## config.mk

```make
export PLATFORM = sky130hd
export DESIGN_NAME = wt_snoop_ctrl
export DESIGN_NICKNAME = d
export VERILOG_FILES = /design/src/rtl/wtsc_pkg.sv /design/src/rtl/wtsc_line_array.sv /design/src/rtl/wtsc_snoop_filter.sv /design/src/rtl/wtsc_req_ctrl.sv /design/src/rtl/wt_snoop_ctrl.sv
export SDC_FILE = /design/constraint.sdc
export NUM_CORES = 1
export LEC_CHECK = 0
export ABC_AREA = 1
export BUFFER_PORTS_ARGS = -buffer_cell sky130_fd_sc_hd__buf_2
export CORE_ASPECT_RATIO = 1.5
export CORE_MARGIN = 3
export CORE_UTILIZATION = 50
export DETAILED_ROUTE_END_ITERATION = 12
export GPL_ROUTABILITY_DRIVEN = 0
export PLACE_DENSITY = 0.72
export SYNTH_ARGS = -nofsm -noshare
export SYNTH_HDL_FRONTEND = slang
export SYNTH_SLANG_ARGS = --single-unit
```

## constraint.sdc

```tcl
create_clock -name clk -period 2.6 [get_ports clk]
set_input_delay 0.13 -clock clk [delete_from_list [all_inputs] [get_ports clk]]
set_output_delay 0.13 -clock clk [all_outputs]
set_load 0.005 [all_outputs]
```

## src/rtl/wtsc_pkg.sv

```systemverilog
`timescale 1ns/1ps
package wtsc_pkg;
  typedef enum logic {
    OP_READ  = 1'b0,
    OP_WRITE = 1'b1
  } bus_op_e;
endpackage

```

## src/rtl/wtsc_line_array.sv

```systemverilog
`timescale 1ns/1ps
module wtsc_line_array #(
  parameter int LINES  = 4,
  parameter int IDX_W  = 2,
  parameter int TAG_W  = 6,
  parameter int DATA_W = 16
) (
  input  logic                          clk,
  input  logic                          rst_n,
  input  logic                          fill_en,
  input  logic [IDX_W-1:0]              fill_idx,
  input  logic [TAG_W-1:0]              fill_tag,
  input  logic [DATA_W-1:0]             fill_data,
  input  logic                          upd_en,
  input  logic [IDX_W-1:0]              upd_idx,
  input  logic [DATA_W-1:0]             upd_data,
  input  logic                          inv_en,
  input  logic [IDX_W-1:0]              inv_idx,
  output logic [LINES-1:0]              valid_vec,
  output logic [LINES-1:0][TAG_W-1:0]   tag_arr,
  output logic [LINES-1:0][DATA_W-1:0]  data_arr
);
  for (genvar g = 0; g < LINES; g++) begin : g_line
    localparam logic [IDX_W-1:0] MY_IDX = IDX_W'(g);
    always_ff @(posedge clk) begin
      if (!rst_n) begin
        valid_vec[g] <= 1'b0;
        tag_arr[g]   <= '0;
        data_arr[g]  <= '0;
      end else begin
        if (inv_en && inv_idx == MY_IDX)
          valid_vec[g] <= 1'b0;
        else if (fill_en && fill_idx == MY_IDX)
          valid_vec[g] <= 1'b1;
        if (fill_en && fill_idx == MY_IDX) begin
          tag_arr[g]  <= fill_tag;
          data_arr[g] <= fill_data;
        end else if (upd_en && upd_idx == MY_IDX) begin
          data_arr[g] <= upd_data;
        end
      end
    end
  end
endmodule

```

## src/rtl/wtsc_snoop_filter.sv

```systemverilog
`timescale 1ns/1ps
module wtsc_snoop_filter #(
  parameter int LINES  = 4,
  parameter int ADDR_W = 8,
  parameter int IDX_W  = 2,
  parameter int TAG_W  = 6,
  parameter int ID_W   = 2
) (
  input  logic                        snp_valid,
  input  logic                        snp_we,
  input  logic [ID_W-1:0]             snp_src,
  input  logic [ID_W-1:0]             my_id,
  input  logic [ADDR_W-1:0]           snp_addr,
  input  logic [LINES-1:0]            valid_vec,
  input  logic [LINES-1:0][TAG_W-1:0] tag_arr,
  input  logic                        cpu_valid,
  input  logic [IDX_W-1:0]            cpu_idx,
  output logic                        kill,
  output logic [IDX_W-1:0]            kill_idx,
  output logic                        stall
);
  logic [TAG_W-1:0] snp_tag;
  logic             foreign_wr;

  assign kill_idx   = snp_addr[IDX_W-1:0];
  assign snp_tag    = snp_addr[ADDR_W-1:IDX_W];
  assign foreign_wr = snp_valid && snp_we && (snp_src != my_id);
  assign kill       = foreign_wr && valid_vec[kill_idx] && (tag_arr[kill_idx] == snp_tag);
  assign stall      = kill && cpu_valid && (cpu_idx == kill_idx);
endmodule

```

## src/rtl/wtsc_req_ctrl.sv

```systemverilog
`timescale 1ns/1ps
module wtsc_req_ctrl
  import wtsc_pkg::*;
(
  input  logic    clk,
  input  logic    rst_n,
  input  logic    cpu_valid,
  input  logic    cpu_we,
  input  logic    hit,
  input  logic    stall,
  input  logic    bus_gnt,
  output logic    bus_req,
  output bus_op_e bus_op,
  output logic    cpu_ready,
  output logic    fill_en,
  output logic    upd_en
);
  logic need_bus;
  logic granted;

  assign need_bus  = cpu_we || !hit;
  assign bus_req   = cpu_valid && !stall && need_bus;
  assign bus_op    = cpu_we ? OP_WRITE : OP_READ;
  assign granted   = bus_req && bus_gnt;
  assign cpu_ready = granted || (cpu_valid && !stall && !need_bus);
  assign fill_en   = granted && !cpu_we;
  assign upd_en    = granted && cpu_we && hit;

  AST_HIT_LOCAL: assert property (@(posedge clk) disable iff (!rst_n)
    (cpu_valid && !cpu_we && hit && !stall) |-> (cpu_ready && !bus_req));
  AST_SNOOP_WINS: assert property (@(posedge clk) disable iff (!rst_n)
    stall |-> (!cpu_ready && !bus_req));
  AST_MISS_WAITS: assert property (@(posedge clk) disable iff (!rst_n)
    (bus_req && !bus_gnt) |-> !cpu_ready);
endmodule

```

## src/rtl/wt_snoop_ctrl.sv

```systemverilog
`timescale 1ns/1ps
module wt_snoop_ctrl
  import wtsc_pkg::*;
#(
  parameter int ADDR_W = 8,
  parameter int DATA_W = 16,
  parameter int LINES  = 4,
  parameter int ID_W   = 2
) (
  input  logic              clk,
  input  logic              rst_n,
  input  logic [ID_W-1:0]   my_id,
  input  logic              cpu_valid,
  output logic              cpu_ready,
  input  logic              cpu_we,
  input  logic [ADDR_W-1:0] cpu_addr,
  input  logic [DATA_W-1:0] cpu_wdata,
  output logic [DATA_W-1:0] cpu_rdata,
  output logic              bus_req,
  input  logic              bus_gnt,
  output logic              bus_we,
  output logic [ADDR_W-1:0] bus_addr,
  output logic [DATA_W-1:0] bus_wdata,
  input  logic [DATA_W-1:0] bus_rdata,
  input  logic              snp_valid,
  input  logic              snp_we,
  input  logic [ID_W-1:0]   snp_src,
  input  logic [ADDR_W-1:0] snp_addr
);
  localparam int IDX_W = $clog2(LINES);
  localparam int TAG_W = ADDR_W - IDX_W;

  logic [LINES-1:0]             valid_vec;
  logic [LINES-1:0][TAG_W-1:0]  tag_arr;
  logic [LINES-1:0][DATA_W-1:0] data_arr;
  logic [IDX_W-1:0]             cpu_idx;
  logic [TAG_W-1:0]             cpu_tag;
  logic                         hit;
  logic                         kill;
  logic [IDX_W-1:0]             kill_idx;
  logic                         stall;
  logic                         fill_en;
  logic                         upd_en;
  bus_op_e                      bus_op;

  assign cpu_idx   = cpu_addr[IDX_W-1:0];
  assign cpu_tag   = cpu_addr[ADDR_W-1:IDX_W];
  assign hit       = valid_vec[cpu_idx] && (tag_arr[cpu_idx] == cpu_tag);
  assign cpu_rdata = hit ? data_arr[cpu_idx] : bus_rdata;
  assign bus_we    = (bus_op == OP_WRITE);
  assign bus_addr  = cpu_addr;
  assign bus_wdata = cpu_wdata;

  wtsc_line_array #(.LINES(LINES), .IDX_W(IDX_W), .TAG_W(TAG_W), .DATA_W(DATA_W)) u_lines (
    .clk(clk), .rst_n(rst_n),
    .fill_en(fill_en), .fill_idx(cpu_idx), .fill_tag(cpu_tag), .fill_data(bus_rdata),
    .upd_en(upd_en), .upd_idx(cpu_idx), .upd_data(cpu_wdata),
    .inv_en(kill), .inv_idx(kill_idx),
    .valid_vec(valid_vec), .tag_arr(tag_arr), .data_arr(data_arr)
  );

  wtsc_snoop_filter #(.LINES(LINES), .ADDR_W(ADDR_W), .IDX_W(IDX_W), .TAG_W(TAG_W), .ID_W(ID_W)) u_snoop (
    .snp_valid(snp_valid), .snp_we(snp_we), .snp_src(snp_src), .my_id(my_id),
    .snp_addr(snp_addr), .valid_vec(valid_vec), .tag_arr(tag_arr),
    .cpu_valid(cpu_valid), .cpu_idx(cpu_idx),
    .kill(kill), .kill_idx(kill_idx), .stall(stall)
  );

  wtsc_req_ctrl u_req (
    .clk(clk), .rst_n(rst_n),
    .cpu_valid(cpu_valid), .cpu_we(cpu_we), .hit(hit), .stall(stall), .bus_gnt(bus_gnt),
    .bus_req(bus_req), .bus_op(bus_op), .cpu_ready(cpu_ready),
    .fill_en(fill_en), .upd_en(upd_en)
  );

  AST_FILL_PRESENT: assert property (@(posedge clk) disable iff (!rst_n)
    fill_en |=> (valid_vec[$past(cpu_idx)] && tag_arr[$past(cpu_idx)] == $past(cpu_tag)));
  AST_KILL_DROPS: assert property (@(posedge clk) disable iff (!rst_n)
    kill |=> !valid_vec[$past(kill_idx)]);
  AST_WRITE_KEEPS_STATE: assert property (@(posedge clk) disable iff (!rst_n)
    (cpu_ready && cpu_we && !kill) |=> (valid_vec == $past(valid_vec)));
  AST_OWN_SNOOP_NOP: assert property (@(posedge clk) disable iff (!rst_n)
    (snp_valid && snp_src == my_id && !fill_en) |=> (valid_vec == $past(valid_vec)));
  AST_READ_SNOOP_NOP: assert property (@(posedge clk) disable iff (!rst_n)
    (snp_valid && !snp_we && !fill_en) |=> (valid_vec == $past(valid_vec)));
  AST_WRITE_UPDATES: assert property (@(posedge clk) disable iff (!rst_n)
    upd_en |=> (data_arr[$past(cpu_idx)] == $past(cpu_wdata)));
endmodule

```

==> results.txt <==
Critical Path End Type = output pin
Seq/Total Area, Yosys = 0.304
Fin crit period = 2.37 ns
Total global routing overflow = 0
Period utilisation layout = 0.912
CP most frequent cell = o21ai_0
RSZ-0062 raised after global routing = no
Power Total = 3.51 mW
Global-route wire length before repair = 27400 um
Startpoint Class = flip-flop
Hpwl dp = 11100 um
Max FO, Critical Path = 32
Area of the mapped netlist = 6060 um^2
Syn Inst Count = 1008
Rows = 48
Sinks on Clock Net = 92
Die footprint = 13500 um^2
Slew margin rel. = 0.650
GRT Util Overall = 0.258
Ys Warns = 0
Mean Syn Cell Area = 6.01 um^2
Worst ir drop on vdd = 0.000333 V
Commonest non-fill, non-tap cell in the layout = nand2_1
DRC Markers = 0
Hold wc startpoint = rst_n
# fillers = 1193
Via count = 6118
IO Count = 102
Synth cell types = 36
Hold Path Class = input port to flip-flop
Worst slew pin tran = 0.521 ns
CP arrival = 2.24 ns
Worst Setup Path Type = flip-flop to output pin
Clock network fraction of total power = 0.455
Post-Layout Inst Area = 6990 um^2
Slew Limit Fails = 0
Layout cell share with drive strength beyond 1 = 0.175
Root Driver = clkbuf_16
Internal Power = 2.64 mW
Post-placement cell area = 6560 um^2
Multi-input gate area = 3380 um^2
Hold buffers post-CTS = 0
Number of post-CTS setup repair buffers = 0
CTS tree = built
Final design utilization = 0.600
Seq pwr share = 0.413
Worst Clk Skew = 0.00739 ns
Final antenna-violating net count = 0
Worst EP required = 2.47 ns
DRT iter0 DRCs = 397
Flops & latches, synth = 92
Largest net degree at the start of global routing = 50
Crit. Startpoint = u_lines.tag_arr[12]
FF+latch area = 1840 um^2
Layout area overhead = 15.3%
Worst-path cell chain = inv_1 -> o21ai_0 -> nand2_1 -> nand3_1 -> nand3_1 -> nor2_1 -> and2_4 -> buf_12 -> o21ai_0 -> o21ai_0 -> buf_2
WHS = 0.0433 ns
1st-pass router iterations = 5
Clk buf depth = 2
CP max stage delay = 0.34 ns
Final Hold Viols = 0
H-tree depth = 3
Port-buffer cells = 101
Launch point of the worst reg-to-reg path = u_lines.tag_arr[4]
Die Height = 141 um
Clk slew on worst S/H paths = 0.06 ns
Initial core utilization = 0.520
Commonest cells after routing, fill and taps aside = nand2_1 (362), nor2_1 (185), inv_1 (115), buf_2 (101), dfxtp_1 (92)
Switching Share = 0.246
Fmax = 422 MHz
Final wirelength = 16900 um
Core area = 11700 um^2
Via density = 4.97
MaxCap Viol Count = 0
Initial antenna violation count = 0
Routed WL per cell = 13.7 um
Crit-path slowest cell = dfxtp_1
Synthesized net count = 1067
Outcome = complete, no violations
Leakage power = 3.57 nW
Setup TNS = 0 ns
Nets = 1136
Setup violators final = 0
CTS Buf Count = 9
Combinational Power Share = 0.132
Clk_lat worst skew = 0.34 ns
Vias in the first global route = 5782
P per Cell Area = 502 nW/um^2
Antenna Cells = 0
P_sw = 0.864 mW
Die Width = 95.9 um
critical path: cells and delay by family (launching register included):
family,cells,cell delay (ns)
and+or+nand+nor,5,0.70
AOI/OAI and AO/OA,3,0.40
DFF,1,0.34
buffers and inverters,3,0.45
worst paths after layout:
check / endpoint / slack [ns] / cells past startpoint
min reg2reg: u_lines.valid_vec[1] / 0.48 / 2
min: u_lines.valid_vec[1] / 0.04 / 3
max: cpu_rdata[12] / 0.23 / 11
max reg2reg: u_lines.data_arr[30] / 0.24 / 17
synthesized netlist by cell type, drive strengths merged:
| cell | n | share of area |
|---|---|---|
| nand2 | 376 | 0.24 |
| nor2 | 203 | 0.15 |
| inv | 119 | 0.075 |
| dfxtp | 92 | 0.30 |
| buf | 51 | 0.062 |
| o21ai | 43 | 0.036 |
| nand3 | 38 | 0.041 |
| o22ai | 33 | 0.034 |
| a21boi | 17 | 0.021 |
| clkbuf | 13 | 0.0081 |
| nor3 | 7 | 0.011 |
| a21oi | 6 | 0.0050 |
| clkinv | 2 | 0.0012 |
| nand3b | 2 | 0.0025 |
| nand4 | 2 | 0.0045 |
| and2 | 1 | 0.0014 |
| o2bb2ai | 1 | 0.0014 |
| o31ai | 1 | 0.0012 |
| xor2 | 1 | 0.0014 |
state kept, by name (all words and copies together), names as in the netlist:
name and count:
u_lines.valid_vec 4, u_lines.data_arr 64, u_lines.tag_arr 24
metal layers:
metal,global-route usage,wire [um],share of wire
met5,0,0,0
met4,0.124,609,0.036
met3,0.0203,938,0.056
met2,0.465,8670,0.51
met1,0.298,6670,0.40
cell type report:
class / count / area share
Sequential cell: 92 / 0.264
Multi-Input combinational cell: 732 / 0.484
Tap cell: 150 / 0.0269
Clock buffer: 13 / 0.0401
Clock inverter: 3 / 0.0129
Timing Repair Buffer: 121 / 0.106
Inverter: 121 / 0.0661
power by group through the flow:
stage	Combinational [mW]	Sequential (mW)	Clock (mW)
floorplan	0.308	1.48	0
global route	0.512	1.45	1.67
CTS	0.454	1.45	1.62
finish	0.461	1.45	1.60
global placement	0.450	1.48	0
detailed placement	0.451	1.48	0
cells by family after synthesis:
| family | synth area share |
|---|---|
| AO/OA/AOI/OAI | 0.0982 |
| buffers and inverters | 0.146 |
| AND/OR/NAND/NOR | 0.450 |
| XOR/XNOR | 0.00145 |
| flip-flops | 0.304 |
repair_timing:
action | 4_1_cts | 5_1_grt
gates cloned | 0 | 1
setup endpoints to repair | 2 | 44
gates resized for setup | 1 | 8
through the flow:
| stage | cells | worst slack (ns) |
|---|---|---|
| after floorplan | 1008 | 0.649 |
| after global placement | 1215 | 0.105 |
| after detailed placement | 1215 | 0.0818 |
| after CTS | 1231 | 0.0931 |
| after global routing | 1232 | 0.0142 |
| final | 1232 | 0.228 |
(Power assumes the default switching activity.)
